==> src/rtl/pnoise_pkg.sv <==
package pnoise_pkg;

    // Default register geometry (length and feedback tap position).
    localparam int LONG_LEN   = 17;
    localparam int LONG_FB    = 5;
    localparam int SHORT_LEN  = 9;
    localparam int SHORT_FB   = 4;
    localparam int MID_LEN    = 5;
    localparam int MID_FB     = 3;
    localparam int SMALL_LEN  = 4;
    localparam int SMALL_FB   = 3;

    // Per-channel control byte; MSB first, so gate_mid is bit 7.
    typedef struct packed {
        logic       gate_mid;    // bit 7: pulse accepted only while middle output is 1
        logic       pick_small;  // bit 6: small register instead of long
        logic       square;      // bit 5: square wave, overrides bit 6
        logic [4:0] spare;       // bits 4:0: no effect here
    } chan_ctl_t;

    typedef enum logic [1:0] {
        SRC_SQUARE = 2'd0,
        SRC_SMALL  = 2'd1,
        SRC_LONG   = 2'd2
    } src_sel_t;

    // Outputs of the three shared registers as seen by a channel.
    typedef struct packed {
        logic long_bit;
        logic mid_bit;
        logic small_bit;
    } poly_taps_t;

    function automatic src_sel_t pick_source(input chan_ctl_t c);
        if (c.square)
            return SRC_SQUARE;
        else if (c.pick_small)
            return SRC_SMALL;
        else
            return SRC_LONG;
    endfunction

    function automatic logic next_hold(input src_sel_t s, input logic cur,
                                       input poly_taps_t t);
        case (s)
            SRC_SQUARE: return ~cur;
            SRC_SMALL:  return t.small_bit;
            default:    return t.long_bit;
        endcase
    endfunction

endpackage

==> src/rtl/poly_lfsr.sv <==
module poly_lfsr #(
    parameter int W       = 17,
    parameter int TAP     = 5,
    parameter int ALT_W   = 17,
    parameter int ALT_TAP = 5,
    parameter bit HAS_ALT = 1'b0
) (
    input  logic clk,
    input  logic rst,
    input  logic shorten,
    output logic out_bit
);

    logic [W-1:0] state;
    logic [W-1:0] nxt;
    logic         use_alt;
    logic         win_zero;
    logic         fb;

    assign use_alt = shorten & HAS_ALT;

    always_comb begin
        nxt = state;
        if (use_alt) begin
            win_zero           = ~|state[ALT_W-1:0];
            fb                 = win_zero | (state[0] ^ state[ALT_TAP]);
            nxt[ALT_W-2:0]     = state[ALT_W-1:1];
            nxt[ALT_W-1]       = fb;
        end else begin
            win_zero           = ~|state;
            fb                 = win_zero | (state[0] ^ state[TAP]);
            nxt[W-2:0]         = state[W-1:1];
            nxt[W-1]           = fb;
        end
    end

    always_ff @(posedge clk) begin
        if (rst)
            state <= '1;
        else
            state <= nxt;
    end

    assign out_bit = state[0];

    AST_LFSR_NONZERO: assert property (@(posedge clk) disable iff (rst)
        state != '0);

    AST_LFSR_FULL_SHIFT: assert property (@(posedge clk) disable iff (rst)
        !use_alt |=> state[W-2:0] == $past(state[W-1:1]));

    if (HAS_ALT) begin : g_alt
        AST_LFSR_TOP_HOLD: assert property (@(posedge clk) disable iff (rst)
            use_alt |=> $stable(state[W-1:ALT_W]));

        AST_LFSR_SHORT_SHIFT: assert property (@(posedge clk) disable iff (rst)
            use_alt |=> state[ALT_W-2:0] == $past(state[ALT_W-1:1]));
    end

endmodule

==> src/rtl/chan_sampler.sv <==
module chan_sampler
    import pnoise_pkg::*;
(
    input  logic       clk,
    input  logic       rst,
    input  logic       pulse,
    input  chan_ctl_t  ctl,
    input  poly_taps_t taps,
    output logic       wave
);

    src_sel_t src;
    logic     take;
    logic     hold;
    logic     hold_d;
    logic     unused_spare;

    assign unused_spare = ^ctl.spare;
    assign src    = pick_source(ctl);
    assign take   = pulse & (~ctl.gate_mid | taps.mid_bit);
    assign hold_d = next_hold(src, hold, taps);

    always_ff @(posedge clk) begin
        if (rst)
            hold <= 1'b0;
        else if (take)
            hold <= hold_d;
    end

    assign wave = hold;

    AST_WAVE_HOLD: assert property (@(posedge clk) disable iff (rst)
        !pulse |=> $stable(wave));

    AST_GATE_BLOCK: assert property (@(posedge clk) disable iff (rst)
        (pulse && ctl.gate_mid && !taps.mid_bit) |=> $stable(wave));

    AST_SQUARE_FLIP: assert property (@(posedge clk) disable iff (rst)
        (pulse && ctl.square && !ctl.gate_mid) |=> wave != $past(wave));

    AST_NOISE_TRACK: assert property (@(posedge clk) disable iff (rst)
        (pulse && !ctl.square && !ctl.gate_mid) |=>
            wave == $past(ctl.pick_small ? taps.small_bit : taps.long_bit));

endmodule

==> src/rtl/poly_noise_source.sv <==
module poly_noise_source
    import pnoise_pkg::*;
#(
    parameter int NUM_CH    = 4,
    parameter int LONG_W    = LONG_LEN,
    parameter int LONG_T    = LONG_FB,
    parameter int SHORT_W   = SHORT_LEN,
    parameter int SHORT_T   = SHORT_FB,
    parameter int MID_W     = MID_LEN,
    parameter int MID_T     = MID_FB,
    parameter int SMALL_W   = SMALL_LEN,
    parameter int SMALL_T   = SMALL_FB,
    localparam int CTL_W    = $bits(chan_ctl_t),
    localparam int CTL_ALL  = NUM_CH * CTL_W
) (
    input  logic               clk,
    input  logic               rst,
    input  logic [NUM_CH-1:0]  div_pulse,
    input  logic [CTL_ALL-1:0] chan_ctl,
    input  logic               long_short,
    output logic [NUM_CH-1:0]  chan_wave
);

    poly_taps_t taps;

    poly_lfsr #(
        .W(LONG_W), .TAP(LONG_T), .ALT_W(SHORT_W), .ALT_TAP(SHORT_T), .HAS_ALT(1'b1)
    ) u_long (
        .clk(clk), .rst(rst), .shorten(long_short), .out_bit(taps.long_bit)
    );

    poly_lfsr #(
        .W(MID_W), .TAP(MID_T), .ALT_W(MID_W), .ALT_TAP(MID_T), .HAS_ALT(1'b0)
    ) u_mid (
        .clk(clk), .rst(rst), .shorten(1'b0), .out_bit(taps.mid_bit)
    );

    poly_lfsr #(
        .W(SMALL_W), .TAP(SMALL_T), .ALT_W(SMALL_W), .ALT_TAP(SMALL_T), .HAS_ALT(1'b0)
    ) u_small (
        .clk(clk), .rst(rst), .shorten(1'b0), .out_bit(taps.small_bit)
    );

    for (genvar ch = 0; ch < NUM_CH; ch++) begin : g_ch
        chan_sampler u_chan (
            .clk  (clk),
            .rst  (rst),
            .pulse(div_pulse[ch]),
            .ctl  (chan_ctl_t'(chan_ctl[ch*CTL_W +: CTL_W])),
            .taps (taps),
            .wave (chan_wave[ch])
        );
    end

    AST_ALL_QUIET: assert property (@(posedge clk) disable iff (rst)
        (div_pulse == '0) |=> $stable(chan_wave));

    AST_RESET_LOW: assert property (@(posedge clk)
        rst |=> (chan_wave == '0));

endmodule

==> config.mk <==
export PLATFORM = sky130hd
export DESIGN_NAME = poly_noise_source
export DESIGN_NICKNAME = d
export VERILOG_FILES = /design/src/rtl/pnoise_pkg.sv /design/src/rtl/poly_lfsr.sv /design/src/rtl/chan_sampler.sv /design/src/rtl/poly_noise_source.sv
export SDC_FILE = /design/constraint.sdc
export NUM_CORES = 1
export LEC_CHECK = 0
export ABC_CLOCK_PERIOD_IN_PS = 1260
export BUFFER_PORTS_ARGS = -buffer_cell sky130_fd_sc_hd__buf_2
export CAP_MARGIN = 20
export CORE_UTILIZATION = 47
export CTS_CLUSTER_DIAMETER = 120
export DETAILED_ROUTE_END_ITERATION = 8
export HOLD_SLACK_MARGIN = 0.02
export PLACE_DENSITY_LB_ADDON = 0.3
export SLEW_MARGIN = 10
export SYNTH_ARGS = -nofsm -noshare
export SYNTH_HDL_FRONTEND = slang
export SYNTH_SLANG_ARGS = --single-unit
==> constraint.sdc <==
create_clock -name clk -period 1.26 [get_ports clk]
set_input_delay 0.252 -clock clk [delete_from_list [all_inputs] [get_ports clk]]
set_output_delay 0.252 -clock clk [all_outputs]
set_load 0.05 [all_outputs]
==> Word level (Yosys, flattened, before mapping) <==
Index checks and enable logic that the tools add are counted.
{ "op_classes": {"n_reduce_logical": 12, "eq_ne": 4, "n_mux": 13, "n_bitwise": 24} }
{ "ops": {"columns": ["cell", "n"], "rows": [
  ["17-bit OR reduction", 1],
  ["2-bit two-way mux", 8],
  ["9-bit two-way mux", 1],
  ["9-bit OR reduction", 1],
  ["2-bit by 1-bit == test with 1-bit output (second input constant)", 4],
  ["2-bit zero test", 4],
  ["1-bit NOT", 8],
  ["1-bit bitwise OR", 8],
  ["1-bit case mux with 2 select lines", 4],
  ["5-bit OR reduction", 1],
  ["1-bit AND", 4],
  ["1-bit zero test", 4],
  ["4-bit OR reduction", 1],
  ["1-bit XOR", 4]
]} }
{ "word_totals": {"out_inout_bits": 4, "word_cells": 61, "regBits": 30} }

==> Logic depth before layout (Yosys ltp) <==
{ "depth": {"word_depth": 4, "ltp_mapped": 5} }

==> Modules after synthesis <==
From an unflattened synthesis, not the netlist that was laid out.
{ "unflattened": {"hier_cells": 114, "hier_area_um2": 1251.2} }
{ "modules_own_cells": {"columns": ["mod", "instances", "cells_each", "area_per_inst_um2"], "rows": [
  ["poly_lfsr (u_long)", 1, 58, 626.9],
  ["chan_sampler", 4, 8, 88.8],
  ["poly_lfsr (u_mid)", 1, 12, 146.4],
  ["poly_lfsr (u_small)", 1, 11, 118.9],
  ["poly_noise_source", 1, 1, 3.8]
]} }

==> Worst setup path after synthesis <==
No wires, ideal clock.
{ "synth_timing": {"path_type": "flip-flop to flip-flop", "start": "reg u_mid.state[0]", "end": "reg g_ch[1].u_chan.hold", "setup_ns": 0.070, "stages_incl_launch_ff": 4, "synth_period_minus_slack_ns": 1.009, "arrival_time_ns": 0.939, "path_slack_ns": 0.251, "cell_sequence": "dfxtp_1 > o21ai_1 > or3_1 > a21oi_1"} }
{ "synth_between": {"elab_chain_cells": 2} }
{ "synth_rtl": {"columns": ["element", "line", "text"], "rows": [
  ["start, declared", "poly_lfsr.sv:14", "logic [W-1:0] state;"],
  ["start signal, assigned", "poly_lfsr.sv:41", "state <= nxt;"],
  ["1-bit bitwise OR", "chan_sampler.sv:20", "assign take = pulse & (~ctl.gate_mid | taps.mid_bit);"],
  ["1-bit AND", "chan_sampler.sv:20", null],
  ["end signal, assigned", "chan_sampler.sv:27", "hold <= hold_d;"],
  ["end, declared", "chan_sampler.sv:14", "logic hold;"]
]} }
No other way between the ends.
A chain may end at the register's enable or synchronous reset.

==> Worst setup path after layout <==
{ "layout_timing": {"start": "reg g_ch[0].u_chan.hold", "end": "out chan_wave[0]"} }
{ "layout_rtl": {"columns": ["element", "line", "text"], "rows": [
  ["start, declared", "chan_sampler.sv:14", null],
  ["start signal, assigned", "chan_sampler.sv:27", null],
  ["end, declared", "poly_noise_source.sv:21", "output logic [NUM_CH-1:0] chan_wave"]
]} }
No word-level cell between the ends.

==> key figures <==
Power
  • Overall Power: 1.95 mW
  • Logic pwr share: 0.097
  • PwrDens: 1440 nW/um^2
  • Worst VDD drop: 1.00 mV
  • Share of power burned in registers: 0.528
  • LEAKAGE: 0.576 nW
  • Clock power share: 0.376
  • P_int: 1.49 mW
  • Sw Share: 0.233
  • Net Sw Power: 455 uW

Route
  • Via count: 879
  • Avg WL per Cell: 11.2 um
  • Starting DRT DRC Count: 16
  • DR DRC count: 0
  • Drt pass-1 iters: 4
  • ANT nets after route: 0
  • DRT Wirelength: 1900 um
  • Drt via density: 5.20

Final layout
  • Share of cells above drive strength 1: 0.340
  • Nets: 179
  • Ant diodes: 0
  • Area Overhead vs Synth: 15.5%
  • Final design utilization: 0.594
  • Fill cells: 191
  • Non-filler instance count after layout: 169

Die
  • Ports: 43
  • Die footprint: 2690 um^2
  • Rows: 17
  • Core Region: 2280 um^2
  • Die Y: 51.9 um
  • Initial Util: 0.514
  • Die W: 51.9 um

Timing
  • RSZ-0062 raised after global routing: yes
  • Hold slack: 203 ps
  • Final worst slack: 69.4 ps
  • Final period utilization: 0.945
  • Max frequency: 840 MHz
  • Max-slew violations: 0
  • Relative slew slack: 0.708
  • Final hold vios: 0
  • Skew final: 9.04 ps
  • Worst Tran Pin Value: 438 ps
  • Post-layout minimum cycle time: 1190 ps
  • Final setup viols: 0

Placement
  • Final Wtd Congestion: 0.675
  • I/O Buffers: 22
  • Placed cells: 161
  • Place WS: 112 ps
  • HPWL Detailed: 1290 um

Worst hold path
  • Worst hold path type: in2reg

Clock tree
  • Total CTS buffers: 5
  • CTS Buffer Depth: 2
  • Postcts setup bufs: 0
  • Skew-Pair Late Insertion Delay: 320 ps
  • H-tree depth: 2
  • CTS root buf: clkbuf_4
  • TritonCTS clock tree: built
  • CTS resizes: 0
  • Hold_buf cts: 0
  • Clock-pin slew on the worst setup and hold paths: 90 ps
  • Clock Sinks: 30

Global route
  • Largest net degree at the start of global routing: 32
  • Number of antenna violations at the first check in global routing: 0
  • GRT overflow: 0
  • Global-route wire length before repair: 3020 um
  • Vias in the first global route: 715
  • Total GRT Usage: 0.160

Worst setup path
  • WP buf/inv: 1
  • Worst path slowest cell: dfxtp_1
  • CP peak stage delay: 350 ps
  • Crit-path max FO: 3
  • Critical Path AT: 940 ps
  • Required time of the worst setup path: 1010 ps
  • Kind of cell adding the most delay to the critical path: flip-flops
  • Startpoint types: register
  • CP Capture Type: primary output
  • Critical-path cell list: buf_2
  • Kind of critical path: reg2out

Synthesis
  • Syn_nets: 159
  • Sequential area share after synthesis: 0.513
  • Top cell type's share of synthesized area: 0.513
  • Ranking of synthesized cells by area: dfxtp_1 51%, or2_2 8.6%, mux2i_1 6.8%
  • YS warnings: 0
  • Cell Area, Synth: 1170 um^2
  • Post-Synthesis Cells: 120
  • Mean Syn Cell Area: 9.75 um^2
  • Cell taking the most area after synthesis: dfxtp_1
  • Netlist cell types: 25
  • Post-synthesis register bit count: 30

Outcome
  • Outcome: finished, final reports clean

Run
  • Max-Cap Viols: 0
[through the flow]
step	setup TNS (ps)	instance area (um^2)
floorplan	0	1170
global placement	0	1260
detailed placement	0	1260
CTS	0	1340
global route	-7.37	1350
finish	0	1350
[power groups by stage]
| stage | sequential, mW | clock (mW) | combinational, mW |
|---|---|---|---|
| 2_1_floorplan | 1.04 | 0 | 0.154 |
| 3_3_place_gp | 1.05 | 0 | 0.183 |
| 3_5_place_dp | 1.05 | 0 | 0.188 |
| 4_1_cts | 1.03 | 0.752 | 0.189 |
| 5_1_grt | 1.03 | 0.795 | 0.209 |
| 6_report | 1.03 | 0.732 | 0.188 |
[per-layer routing]
| layer | share of wire | wire length, um | vias to the layer above | GRT usage |
|---|---|---|---|---|
| met1 | 0.48 | 915 | 406 | 0.193 |
| met2 | 0.45 | 859 | 24 | 0.237 |
| met4 | 0.018 | 34 | 0 | 0.0946 |
| met5 | 0 | 0 | - | 0 |
| li1 | - | - | 445 | - |
| met3 | 0.045 | 86 | 4 | 0.0614 |
[synth_stat cells]
library cell,count
mux2i_1,8
xnor2_1,1
a211o_1,7
nor4_1,3
and2_1,5
buf_2,2
buf_4,4
dfxtp_1,30
nand3_1,1
a31oi_1,1
or3_1,4
inv_1,5
nor2b_1,6
clkbuf_1,3
or2_2,16
o21ai_0,1
o31a_1,1
nand2_1,2
o21ai_1,5
or2_1,1
nor3_1,4
xor2_1,1
a21o_1,1
nor2_1,3
a21oi_1,5
[flip-flops by register name, indices dropped and copies added, names as in the netlist]
name / count
u_long.state: 17
u_mid.state: 5
g_ch.u_chan.wave: 4
u_small.state: 4
[kinds of logic (layout without fill, tap and decap cells)]
kind of cell,after synthesis,count (layout),synth area share
muxes,8,8,0.0685
AOI/OAI and AO/OA,21,21,0.119
xor gates and xnor gates,2,2,0.0150
DFF,30,30,0.513
buffers and inverters,14,35,0.0599
and+or+nand+nor,45,45,0.225
[final timing paths]
kind	cells after the start	startpoint	endpoint	slack, ps
worst min register to register	1	u_small.state[2]$_SDFF_PP1_	u_small.state[1]$_SDFF_PP1_	440
worst max-delay path	1	g_ch[0].u_chan.wave$_SDFFE_PP0P_	chan_wave[0]	70
worst min-delay path	3	chan_ctl[5]	g_ch[0].u_chan.wave$_SDFFE_PP0P_	200
worst max register to register	4	u_long.state[0]$_SDFF_PP1_	u_long.state[8]$_SDFF_PP1_	110
[layout by cell type, fill, tap and decap left out, drive strengths merged]
cell type,n
mux2i,8
nand3,1
clkbuf,6
o21ai,6
a21oi,5
a211o,7
and2,5
buf,21
dfxtp,30
nor2,3
nor2b,6
o31a,1
or2,17
nor3,4
clkinv,2
xnor2,1
or3,4
a21o,1
nand2,2
inv,5
nor4,3
a31oi,1
xor2,1
bufinv,1
[tightest hold or removal path, stage by stage]
cell and delay, ps:
buf_2 80, or3_1 90, a21oi_1 50
[final cells by class]
cell class / count / area (um^2) / area share
Sequential cell: 30 / 602 / 0.445
Multi-Input combinational cell: 76 / 505 / 0.374
Timing Repair Buffer: 22 / 113 / 0.0833
Clock inverter: 3 / 40.0 / 0.0296
Clock buffer: 5 / 37.5 / 0.0278
Tap cell: 28 / 35.0 / 0.0259
Inverter: 5 / 18.8 / 0.0139
(Power assumes the default switching activity.)
